<file path="src/rtl/ir_pkg.sv">
package ir_pkg;
   localparam int CFG_W       = 16;
   localparam int BIT_LEVEL   = 0;
   localparam int BIT_EN      = 1;
   localparam int BIT_MSG     = 2;
   localparam int ROUTE_LSB   = 4;
   localparam int ROUTE_MAX_W = 5;
   localparam logic [CFG_W-1:0] ROUTE_MASK = 16'h01F0;
   localparam int LINE_TMR    = 0;
   localparam int LINE_RTC    = 8;
   localparam int MSG_W       = 64;

   function automatic logic [ROUTE_MAX_W-1:0] route_of(input logic [CFG_W-1:0] c);
      logic [CFG_W-1:0] t;
      t = (c & ROUTE_MASK) >> ROUTE_LSB;
      return t[ROUTE_MAX_W-1:0];
   endfunction
endpackage

</file>
<file path="src/rtl/ir_chan_stage.sv">
module ir_chan_stage
   import ir_pkg::*;
#(
   parameter int NCHAN = 3
) (
   input  logic                   clk,
   input  logic                   rst_n,
   input  logic                   glob_en,
   input  logic [NCHAN*CFG_W-1:0] cfg,
   input  logic [NCHAN-1:0]       fire,
   input  logic [NCHAN-1:0]       clr,
   output logic [NCHAN-1:0]       status,
   output logic [NCHAN-1:0]       pulse
);
   for (genvar i = 0; i < NCHAN; i++) begin : g_ch
      logic [CFG_W-1:0] c;
      logic             act;
      logic             st_q, pu_q;
      assign c   = cfg[i*CFG_W +: CFG_W];
      assign act = glob_en & c[BIT_EN] & ~c[BIT_MSG];
      always_ff @(posedge clk or negedge rst_n) begin
         if (!rst_n) begin
            st_q <= 1'b0;
            pu_q <= 1'b0;
         end else begin
            st_q <= act & c[BIT_LEVEL] & (fire[i] | (st_q & ~clr[i]));
            pu_q <= act & ~c[BIT_LEVEL] & fire[i];
         end
      end
      assign status[i] = st_q;
      assign pulse[i]  = pu_q;
   end
endmodule

</file>
<file path="src/rtl/ir_line_mux.sv">
module ir_line_mux
   import ir_pkg::*;
#(
   parameter int NCHAN  = 3,
   parameter int NLINES = 32
) (
   input  logic                   legacy_q,
   input  logic [NCHAN*CFG_W-1:0] cfg,
   input  logic [NCHAN-1:0]       drive,
   input  logic                   ext_q,
   input  logic                   rtc_q,
   output logic [NLINES-1:0]      lines
);
   localparam int RW = $clog2(NLINES);

   function automatic logic [RW-1:0] pick(input int idx, input logic [CFG_W-1:0] c,
                                          input logic leg);
      logic [ROUTE_MAX_W-1:0] r;
      r = route_of(c);
      if (leg && idx == 0) return RW'(LINE_TMR);
      if (leg && idx == 1) return RW'(LINE_RTC);
      return r[RW-1:0];
   endfunction

   always_comb begin
      lines = '0;
      for (int i = 0; i < NCHAN; i++) begin
         if (drive[i]) lines[pick(i, cfg[i*CFG_W +: CFG_W], legacy_q)] = 1'b1;
      end
      if (!legacy_q) begin
         lines[LINE_TMR] = lines[LINE_TMR] | ext_q;
         lines[LINE_RTC] = lines[LINE_RTC] | rtc_q;
      end
   end
endmodule

</file>
<file path="src/rtl/ir_msg_arb.sv">
module ir_msg_arb
   import ir_pkg::*;
#(
   parameter int NCHAN = 3
) (
   input  logic                   clk,
   input  logic                   rst_n,
   input  logic                   glob_en,
   input  logic [NCHAN*CFG_W-1:0] cfg,
   input  logic [NCHAN*MSG_W-1:0] word,
   input  logic [NCHAN-1:0]       fire,
   output logic                   req,
   output logic [31:0]            addr,
   output logic [31:0]            data
);
   logic        hit;
   logic [31:0] sel_a, sel_d;

   always_comb begin
      hit   = 1'b0;
      sel_a = '0;
      sel_d = '0;
      for (int i = NCHAN - 1; i >= 0; i--) begin
         if (fire[i] && glob_en && cfg[i*CFG_W + BIT_EN] && cfg[i*CFG_W + BIT_MSG]) begin
            hit   = 1'b1;
            sel_a = word[i*MSG_W + 32 +: 32];
            sel_d = word[i*MSG_W +: 32];
         end
      end
   end

   always_ff @(posedge clk or negedge rst_n) begin
      if (!rst_n) begin
         req  <= 1'b0;
         addr <= '0;
         data <= '0;
      end else begin
         req <= hit;
         if (hit) begin
            addr <= sel_a;
            data <= sel_d;
         end
      end
   end
endmodule

</file>
<file path="src/rtl/evt_irq_router.sv">
module evt_irq_router
   import ir_pkg::*;
#(
   parameter int NCHAN  = 3,
   parameter int NLINES = 32
) (
   input  logic                         clk,
   input  logic                         rst_n,
   input  logic                         glob_en,
   input  logic                         legacy_mode,
   input  logic [NCHAN*ir_pkg::CFG_W-1:0] chan_cfg,
   input  logic [NCHAN*ir_pkg::MSG_W-1:0] msg_word,
   input  logic [NCHAN-1:0]             fire,
   input  logic [NCHAN-1:0]             clr,
   input  logic                         ext_timer_irq,
   input  logic                         rtc_irq,
   output logic [NLINES-1:0]            irq_lines,
   output logic [NCHAN-1:0]             status,
   output logic                         ext_timer_en,
   output logic                         msg_req,
   output logic [31:0]                  msg_addr,
   output logic [31:0]                  msg_data
);
   initial begin
      assert (NCHAN >= 2 && NCHAN <= 32) else $error("NCHAN out of range");
      assert (NLINES > LINE_RTC && NLINES <= (1 << ROUTE_MAX_W)) else $error("NLINES out of range");
      assert ((NLINES & (NLINES - 1)) == 0) else $error("NLINES must be a power of two");
   end

   logic             legacy_q, ext_q, rtc_q, run_q;
   logic [NCHAN-1:0] pulse;

   always_ff @(posedge clk or negedge rst_n) begin
      if (!rst_n) begin
         legacy_q <= 1'b0;
         ext_q    <= 1'b0;
         rtc_q    <= 1'b0;
         run_q    <= 1'b1;
      end else begin
         legacy_q <= legacy_mode;
         ext_q    <= ext_timer_irq;
         rtc_q    <= rtc_irq;
         run_q    <= ~legacy_mode;
      end
   end
   assign ext_timer_en = run_q;

   ir_chan_stage #(.NCHAN(NCHAN)) u_chan (
      .clk(clk), .rst_n(rst_n), .glob_en(glob_en), .cfg(chan_cfg),
      .fire(fire), .clr(clr), .status(status), .pulse(pulse));

   ir_line_mux #(.NCHAN(NCHAN), .NLINES(NLINES)) u_mux (
      .legacy_q(legacy_q), .cfg(chan_cfg), .drive(status | pulse),
      .ext_q(ext_q), .rtc_q(rtc_q), .lines(irq_lines));

   ir_msg_arb #(.NCHAN(NCHAN)) u_msg (
      .clk(clk), .rst_n(rst_n), .glob_en(glob_en), .cfg(chan_cfg),
      .word(msg_word), .fire(fire), .req(msg_req), .addr(msg_addr), .data(msg_data));
endmodule


</file>
<file path="config.mk">
export PLATFORM = sky130hd
export DESIGN_NAME = evt_irq_router
export DESIGN_NICKNAME = d
export VERILOG_FILES = /design/src/rtl/ir_pkg.sv /design/src/rtl/ir_chan_stage.sv /design/src/rtl/ir_line_mux.sv /design/src/rtl/ir_msg_arb.sv /design/src/rtl/evt_irq_router.sv
export SDC_FILE = /design/constraint.sdc
export NUM_CORES = 1
export LEC_CHECK = 0
export BUFFER_PORTS_ARGS = -buffer_cell sky130_fd_sc_hd__buf_2
export CORE_AREA = 3 3 137 139
export DETAILED_ROUTE_END_ITERATION = 6
export DIE_AREA = 0 0 140 142
export PLACE_DENSITY = 0.58
export SETUP_SLACK_MARGIN = 0.05
export SLEW_MARGIN = 20
export SYNTH_ARGS = -nofsm -noshare
export SYNTH_HDL_FRONTEND = slang
export SYNTH_SLANG_ARGS = --single-unit
</file>
<file path="constraint.sdc">
create_clock -name clk -period 1.79 [get_ports clk]
set_clock_uncertainty 0.05 [all_clocks]
set_input_delay 0 -clock clk [delete_from_list [all_inputs] [get_ports clk]]
set_output_delay 0 -clock clk [all_outputs]
set_load 0.005 [all_outputs]
</file>
==> flow_summary.json, run 1 <==
{
  "status": "finished with violations",
  "grt_pass1_vias": 5916,
  "grt_pass1_wl_um": 31400,
  "rsz0062_at_grt": "true",
  "setup_slack_ps": -129,
  "hp-class": "in2async",
  "htreeDepth": 3,
  "hold_ws_ps": 175,
  "portBuffers": 328,
  "core_area_sq_mm": 0.0178,
  "crit_arrival_ps": 1870,
  "wirelength_um": 21300,
  "cap_violations": 0,
  "crit_fanout": 5,
  "synth_fp_nets": 712,
  "hold_viol_final": 0,
  "finalNonFillerCells": 1178,
  "power.density_mw_per_mm2": 717,
  "rows": 49,
  "ioPinCount": 353,
  "cts.sinks": 75,
  "fillers": 1711,
  "ys_seq_elements": 75,
  "die_h_um": 142,
  "drive_gt1_share_pct": 46.6,
  "placed_cells": 996,
  "wl_per_cell_um": 18.0,
  "cts_inserted_buffers": 9,
  "place_congestion": 0.873,
  "clock_latency_ps": 340,
  "avgSynthCellArea_sq_um": 9.33,
  "leakage_nw": 3.99,
  "critical_path_required_ps": 1740,
  "syn-cell-area_sq_mm": 0.00429,
  "ir_drop_uv": 408,
  "drcViolationCount": 0,
  "tightest_slew_ps": 642,
  "cts_tree": "done",
  "seq_area_frac_synth_pct": 43.8,
  "antenna_found_initial": 1,
  "root_buffer": "clkbuf_16",
  "finalSetupTns_ps": -628,
  "routed_via_density": 4.99,
  "setup_viol": 12,
  "vias": 5881,
  "grt.total_usage_pct": 19.8,
  "fmax_ghz": 0.521,
  "syn_inst": 460,
  "initial_core_util_pct": 24.1,
  "crit_type": "reg2out",
  "drt-initial-drc-count": 312,
  "dpl_cell_area_sq_mm": 0.00624,
  "cts_max_path_buffers": 2,
  "final_cell_mix": "327 x buf_2, 150 x dlygate4sd3_1, 130 x a22oi_1",
  "critPathLaunchType": "flip-flop",
  "layout_commonest_cell": "buf_2",
  "cts.reportedPaths.clkPinSlew_ps": 60,
  "relSlewSlack_pct": 57.0,
  "dp_hpwl_um": 14400,
  "overflow": 0,
  "synth_cell_types": 39,
  "final_util_pct": 47.9,
  "area_growth_pct": 98.3,
  "ys_warn_count": 0,
  "nets": 1195,
  "endpoint_kind": "output pin",
  "die_area_sq_mm": 0.0199,
  "period_needed_ps": 1920,
  "grt_max_degree": 76,
  "die_width_um": 140,
  "stdcell_area_sq_mm": 0.00851,
  "slew_viol_final": 0,
  "violations": "negative setup slack",
  "antenna_left": 0,
  "drt_pass1_iterations": 5,
  "fin_crit_sh_pct": 107
}
-- worst paths after layout --
check,depth (start not counted),start,end,slack (ps)
hold reg to reg,3,u_msg.data[31]$_DFFE_PN0P_,u_msg.data[31]$_DFFE_PN0P_,990
min in group clk,2,rtc_irq,rtc_q$_DFF_PN0_,300
hold / removal,3,rst_n,u_msg.addr[25]$_DFFE_PN0P_,170
setup reg to reg,3,u_chan.g_ch[1].st_q$_DFF_PN0_,u_chan.g_ch[1].st_q$_DFF_PN0_,310
max in group asynchronous,3,rst_n,ext_timer_en$_DFF_PN1_,1160
setup / recovery,5,legacy_q$_DFF_PN0_,irq_lines[29],-130
-- stage by stage --
stage	worst slack [ps]	power (mW)
global placement	142	3.43
global route	-198	6.43
floorplan	301	2.64
CTS	-182	6.10
detailed placement	120	3.44
finish	-129	6.10
-- final cells by class --
class	instances	area, sq um	area share, %
antenna	1	2.50	0.0294
clock buffer	9	225	2.65
clock inverter	7	101	1.19
inverter	15	58.8	0.691
multi-input combinational	330	2480	29.2
sequential	75	1880	22.1
tap	229	287	3.37
timing repair buffer	512	3470	40.8
-- cell families after synthesis --
logic type	share of synthesized area (%)
and+or+nand+nor	10.6
AOI/OAI and AO/OA	39.8
DFF	43.8
buffers and inverters	5.86
-- flip-flops by register name, indices dropped and copies added, names as in the netlist, 3 cells and up --
signal and cells:
u_chan.g_ch.st_q 3, u_msg.data 32, u_chan.g_ch.pu_q 3, u_msg.addr 32
-- cells in the mapped netlist --
| library cell | n | area share [%] |
|---|---|---|
| o2111a_1 | 1 | 0.26 |
| o211ai_1 | 3 | 0.52 |
| or3b_1 | 1 | 0.20 |
| o2bb2ai_1 | 2 | 0.41 |
| o221ai_1 | 7 | 1.4 |
| a2bb2oi_1 | 1 | 0.20 |
| nand3_1 | 4 | 0.47 |
| inv_1 | 15 | 1.3 |
| o21ba_2 | 1 | 0.23 |
| dfrtp_1 | 74 | 43 |
| o21bai_1 | 1 | 0.17 |
| buf_2 | 24 | 2.8 |
| and3b_1 | 1 | 0.20 |
| o22a_1 | 1 | 0.20 |
| buf_1 | 4 | 0.35 |
| a221o_1 | 9 | 2.1 |
| nor3_2 | 1 | 0.23 |
| o211ai_2 | 1 | 0.29 |
| nand2_1 | 17 | 1.5 |
| buf_4 | 4 | 0.70 |
| and4_1 | 3 | 0.61 |
| a21oi_1 | 3 | 0.35 |
| nand3b_1 | 5 | 0.87 |
| o21ai_1 | 5 | 0.58 |
| nor2b_1 | 4 | 0.58 |
| or3_1 | 2 | 0.29 |
| dfstp_2 | 1 | 0.61 |
| nor3b_1 | 11 | 1.9 |
| a22oi_1 | 139 | 24 |
| nor4_1 | 1 | 0.15 |
| o22ai_1 | 1 | 0.15 |
| nor2_1 | 19 | 1.7 |
| o21ai_0 | 72 | 8.4 |
| o31ai_1 | 1 | 0.17 |
| nand2b_1 | 4 | 0.58 |
| clkbuf_1 | 8 | 0.70 |
| nor3_1 | 7 | 0.82 |
| nor4b_1 | 1 | 0.20 |
| nor3b_2 | 1 | 0.29 |
-- layer usage --
layer / GRT usage [%] / routed length [um] / vias up
li1: - / - / 2784
met1: 24.1 / 8350 / 2806
met2: 35.2 / 11000 / 263
met3: 4.84 / 1530 / 28
met4: 5.05 / 342 / 0
met5: 0 / 0 / -
-- worst max-delay path, cell delays in order, from the launching register on --
cell and delay [ps]:
dfrtp_2 430, o21bai_4 180, or3b_4 390, or3_4 340, o211ai_2 70, buf_2 140
-- power breakdown --
group	leakage [nW]	switching (mW)	internal (mW)
combinational	2.90	0.752	1.14
clock	0.158	0.799	1.23
sequential	0.937	0.177	2.00
total	3.99	1.73	4.37
-- timing repair --
item	in CTS	in global routing
hold buffers	150	0
resized for setup	42	45
buffers inserted	3	13
hold endpoints to repair	149	0
endpoints found under the setup margin	32	32
pin swaps	16	19
gates cloned	0	0
Note: power is estimated with default switching activity, not from simulation.
==> run 2, diff against run 1 <==
--- a/config.mk
+++ b/config.mk
@@ -6,10 +6,13 @@
 export NUM_CORES = 1
 export LEC_CHECK = 0
 export BUFFER_PORTS_ARGS = -buffer_cell sky130_fd_sc_hd__buf_2
-export CORE_AREA = 3 3 137 139
+export CELL_PAD_IN_SITES_DETAIL_PLACEMENT = 1
+export CELL_PAD_IN_SITES_GLOBAL_PLACEMENT = 1
+export CORE_AREA = 3 3 134 136
 export DETAILED_ROUTE_END_ITERATION = 6
-export DIE_AREA = 0 0 140 142
-export PLACE_DENSITY = 0.58
+export DIE_AREA = 0 0 137 139
+export GPL_TIMING_DRIVEN = 0
+export PLACE_DENSITY = 0.81
 export SETUP_SLACK_MARGIN = 0.05
 export SLEW_MARGIN = 20
 export SYNTH_ARGS = -nofsm -noshare
==> run 2 against run 1 <==
Compared with the run above:
- the run still ends with negative setup slack left
- first-iteration DRC count rose by 44%
- fmax fell by 6.2%
- critical path depth rose by 4
- largest power group unchanged
==> flow_summary.json, run 2 (synthesis results as in run 1) <==
{
  "fillers": 1981,
  "setup_slack_ps": -257,
  "rsz0062_at_grt": "true",
  "rows": 48,
  "path_buf_inv": 5,
  "dp_hpwl_um": 17600,
  "wl_per_cell_um": 24.7,
  "crit_arrival_ps": 2000,
  "cp_top_family": "buffers and inverters",
  "cpPeakStageDelay_ps": 420,
  "gr-usage-met2_pct": 55.8,
  "tightest_slew_ps": 669,
  "endpoint_kind": "output pin",
  "drt-initial-drc-count": 448,
  "setup_viol": 32,
  "grt_max_degree": 40,
  "cts.sinks": 75,
  "cp.depth": 9,
  "wirelength_um": 31200,
  "drive_gt1_share_pct": 45.1,
  "grt_pass1_vias": 7709,
  "hp-class": "in2reg",
  "ioPinCount": 353,
  "hold_viol_final": 0,
  "power.density_mw_per_mm2": 664,
  "ir_drop_uv": 528,
  "core_area_sq_mm": 0.0171,
  "finalSetupTns_ps": -5570,
  "path_cells": "buf_6, buf_6, buf_6, buf_6, nor2b_4, nand3_4, a2bb2oi_2, o31ai_1, buf_2",
  "cts_inserted_buffers": 9,
  "finalPower_mw": 6.19,
  "relSlewSlack_pct": 55.4,
  "hold_depth": 3,
  "reg_top3": "u_msg.addr (32), u_msg.data (32)",
  "grt_pass1_wl_um": 45900,
  "crit_fanout": 4,
  "status": "finished with violations",
  "drt_pass1_iterations": 5,
  "htreeDepth": 3,
  "die_width_um": 137,
  "top_usage_layer": "met2",
  "place_congestion": 0.907,
  "use_met1_pct": 33.2,
  "period_needed_ps": 2050,
  "area_growth_pct": 117,
  "critPathLaunchType": "flip-flop",
  "portBuffers": 328,
  "slew_viol_final": 0,
  "cts_max_path_buffers": 2,
  "die_area_sq_mm": 0.0190,
  "fmax_ghz": 0.489,
  "root_buffer": "clkbuf_16",
  "crit_end": "irq_lines[30]",
  "die_h_um": 139,
  "final_cell_mix": "339 x buf_2, 203 x dlygate4sd3_1, 133 x a22oi_1",
  "fin_crit_sh_pct": 114,
  "cts_tree": "done",
  "worst_path_max_delay_cell": "dfrtp_2",
  "critPathLaunch": "legacy_q$_DFF_PN0_",
  "violations": "negative setup slack",
  "overflow": 0,
  "drcViolationCount": 0,
  "cpMostUsedCell": "buf_6",
  "initial_core_util_pct": 25.2,
  "clock_latency_ps": 340,
  "regToRegSetupSlack_ps": 290,
  "antenna_left": 0,
  "nets": 1280,
  "leakage_nw": 4.23,
  "grt.total_usage_pct": 31.9,
  "cap_violations": 0,
  "routed_via_density": 5.50,
  "r2r_cells": 3,
  "r2r_start": "u_msg.data[19]$_DFFE_PN0P_",
  "crit_type": "reg2out",
  "cts.reportedPaths.clkPinSlew_ps": 60,
  "r2r_end": "u_msg.data[19]$_DFFE_PN0P_",
  "critical_path_required_ps": 1740,
  "grt.met3_usage_pct": 10.3,
  "vias": 6952,
  "antenna_found_initial": 10,
  "layout_commonest_cell": "buf_2"
}
[run 2: changes by cell type in the layout (fill, tap and decap cells not counted), sizes merged]
cell and delta:
clkbuf +16, clkinv -1, buf +17, dlygate4sd3 +53
diode +7, inv -1
[run 2: metrics by stage]
| step | std cells | utilization, % | hold WS (ps) | setup WS (ps) | instance area, sq um |
|---|---|---|---|---|---|
| 2_1_floorplan | 460 | - | -346 | 301 | 4290 |
| 3_3_place_gp | 1013 | 36.4 | 59.9 | -222 | 6210 |
| 3_5_place_dp | 1014 | 36.6 | -38.5 | -278 | 6240 |
| 4_1_cts | 1253 | 53.4 | 0.684 | -268 | 9110 |
| 5_1_grt | 1265 | 54.7 | 20.2 | -340 | 9330 |
| 6_report | 1265 | 54.7 | 21.1 | -257 | 9330 |
[run 2: repair_timing]
action	in CTS	in global routing
endpoints found under the setup margin	32	82
pin swaps	24	18
hold buffers	203	0
endpoints found under the hold margin	112	0
resized for setup	88	67
buffers inserted	21	6
[run 2: metal layers]
layer,share of wire [%],up-vias
met2,52,457
met1,34,3401
met5,0.087,-
met4,5.2,4
li1,-,2967
met3,9.1,123
[run 2: area by class of cell]
cell class              instances  area, sq um  share of cell area [%]
repair buffers                558         3960                    42.4
multi-input cells             330         2570                    27.5
flip-flops and latches         75         1880                    20.1
well taps                     225          282                    3.02
plain buffers                  39          248                    2.65
clock buffers                  10          239                    2.56
clock inverters                 5         77.6                   0.831
inverters                      15         58.8                   0.630
diodes                          8         20.0                   0.215
[run 2: tightest hold or removal path: stages]
cell	delay (ps)
buf_2	100
a22oi_1	100
o21ai_0	170
[run 2: how the worst min path moves through the flow]
stage                   from                         end
2_1_floorplan          rst_n             ext_q$_DFF_PN0_
3_5_place_dp           rst_n  u_msg.addr[24]$_DFFE_PN0P_
3_3_place_gp         rtc_irq             rtc_q$_DFF_PN0_
5_1_grt         msg_word[98]   u_msg.addr[2]$_DFFE_PN0P_
6_report        msg_word[98]   u_msg.addr[2]$_DFFE_PN0P_
4_1_cts        msg_word[179]  u_msg.addr[19]$_DFFE_PN0P_
[run 2: report_power, final]
group	switching [mW]	internal (mW)	leakage (nW)
logic	0.931	0.986	3.13
registers	0.248	2.00	0.939
clock network	0.775	1.25	0.154
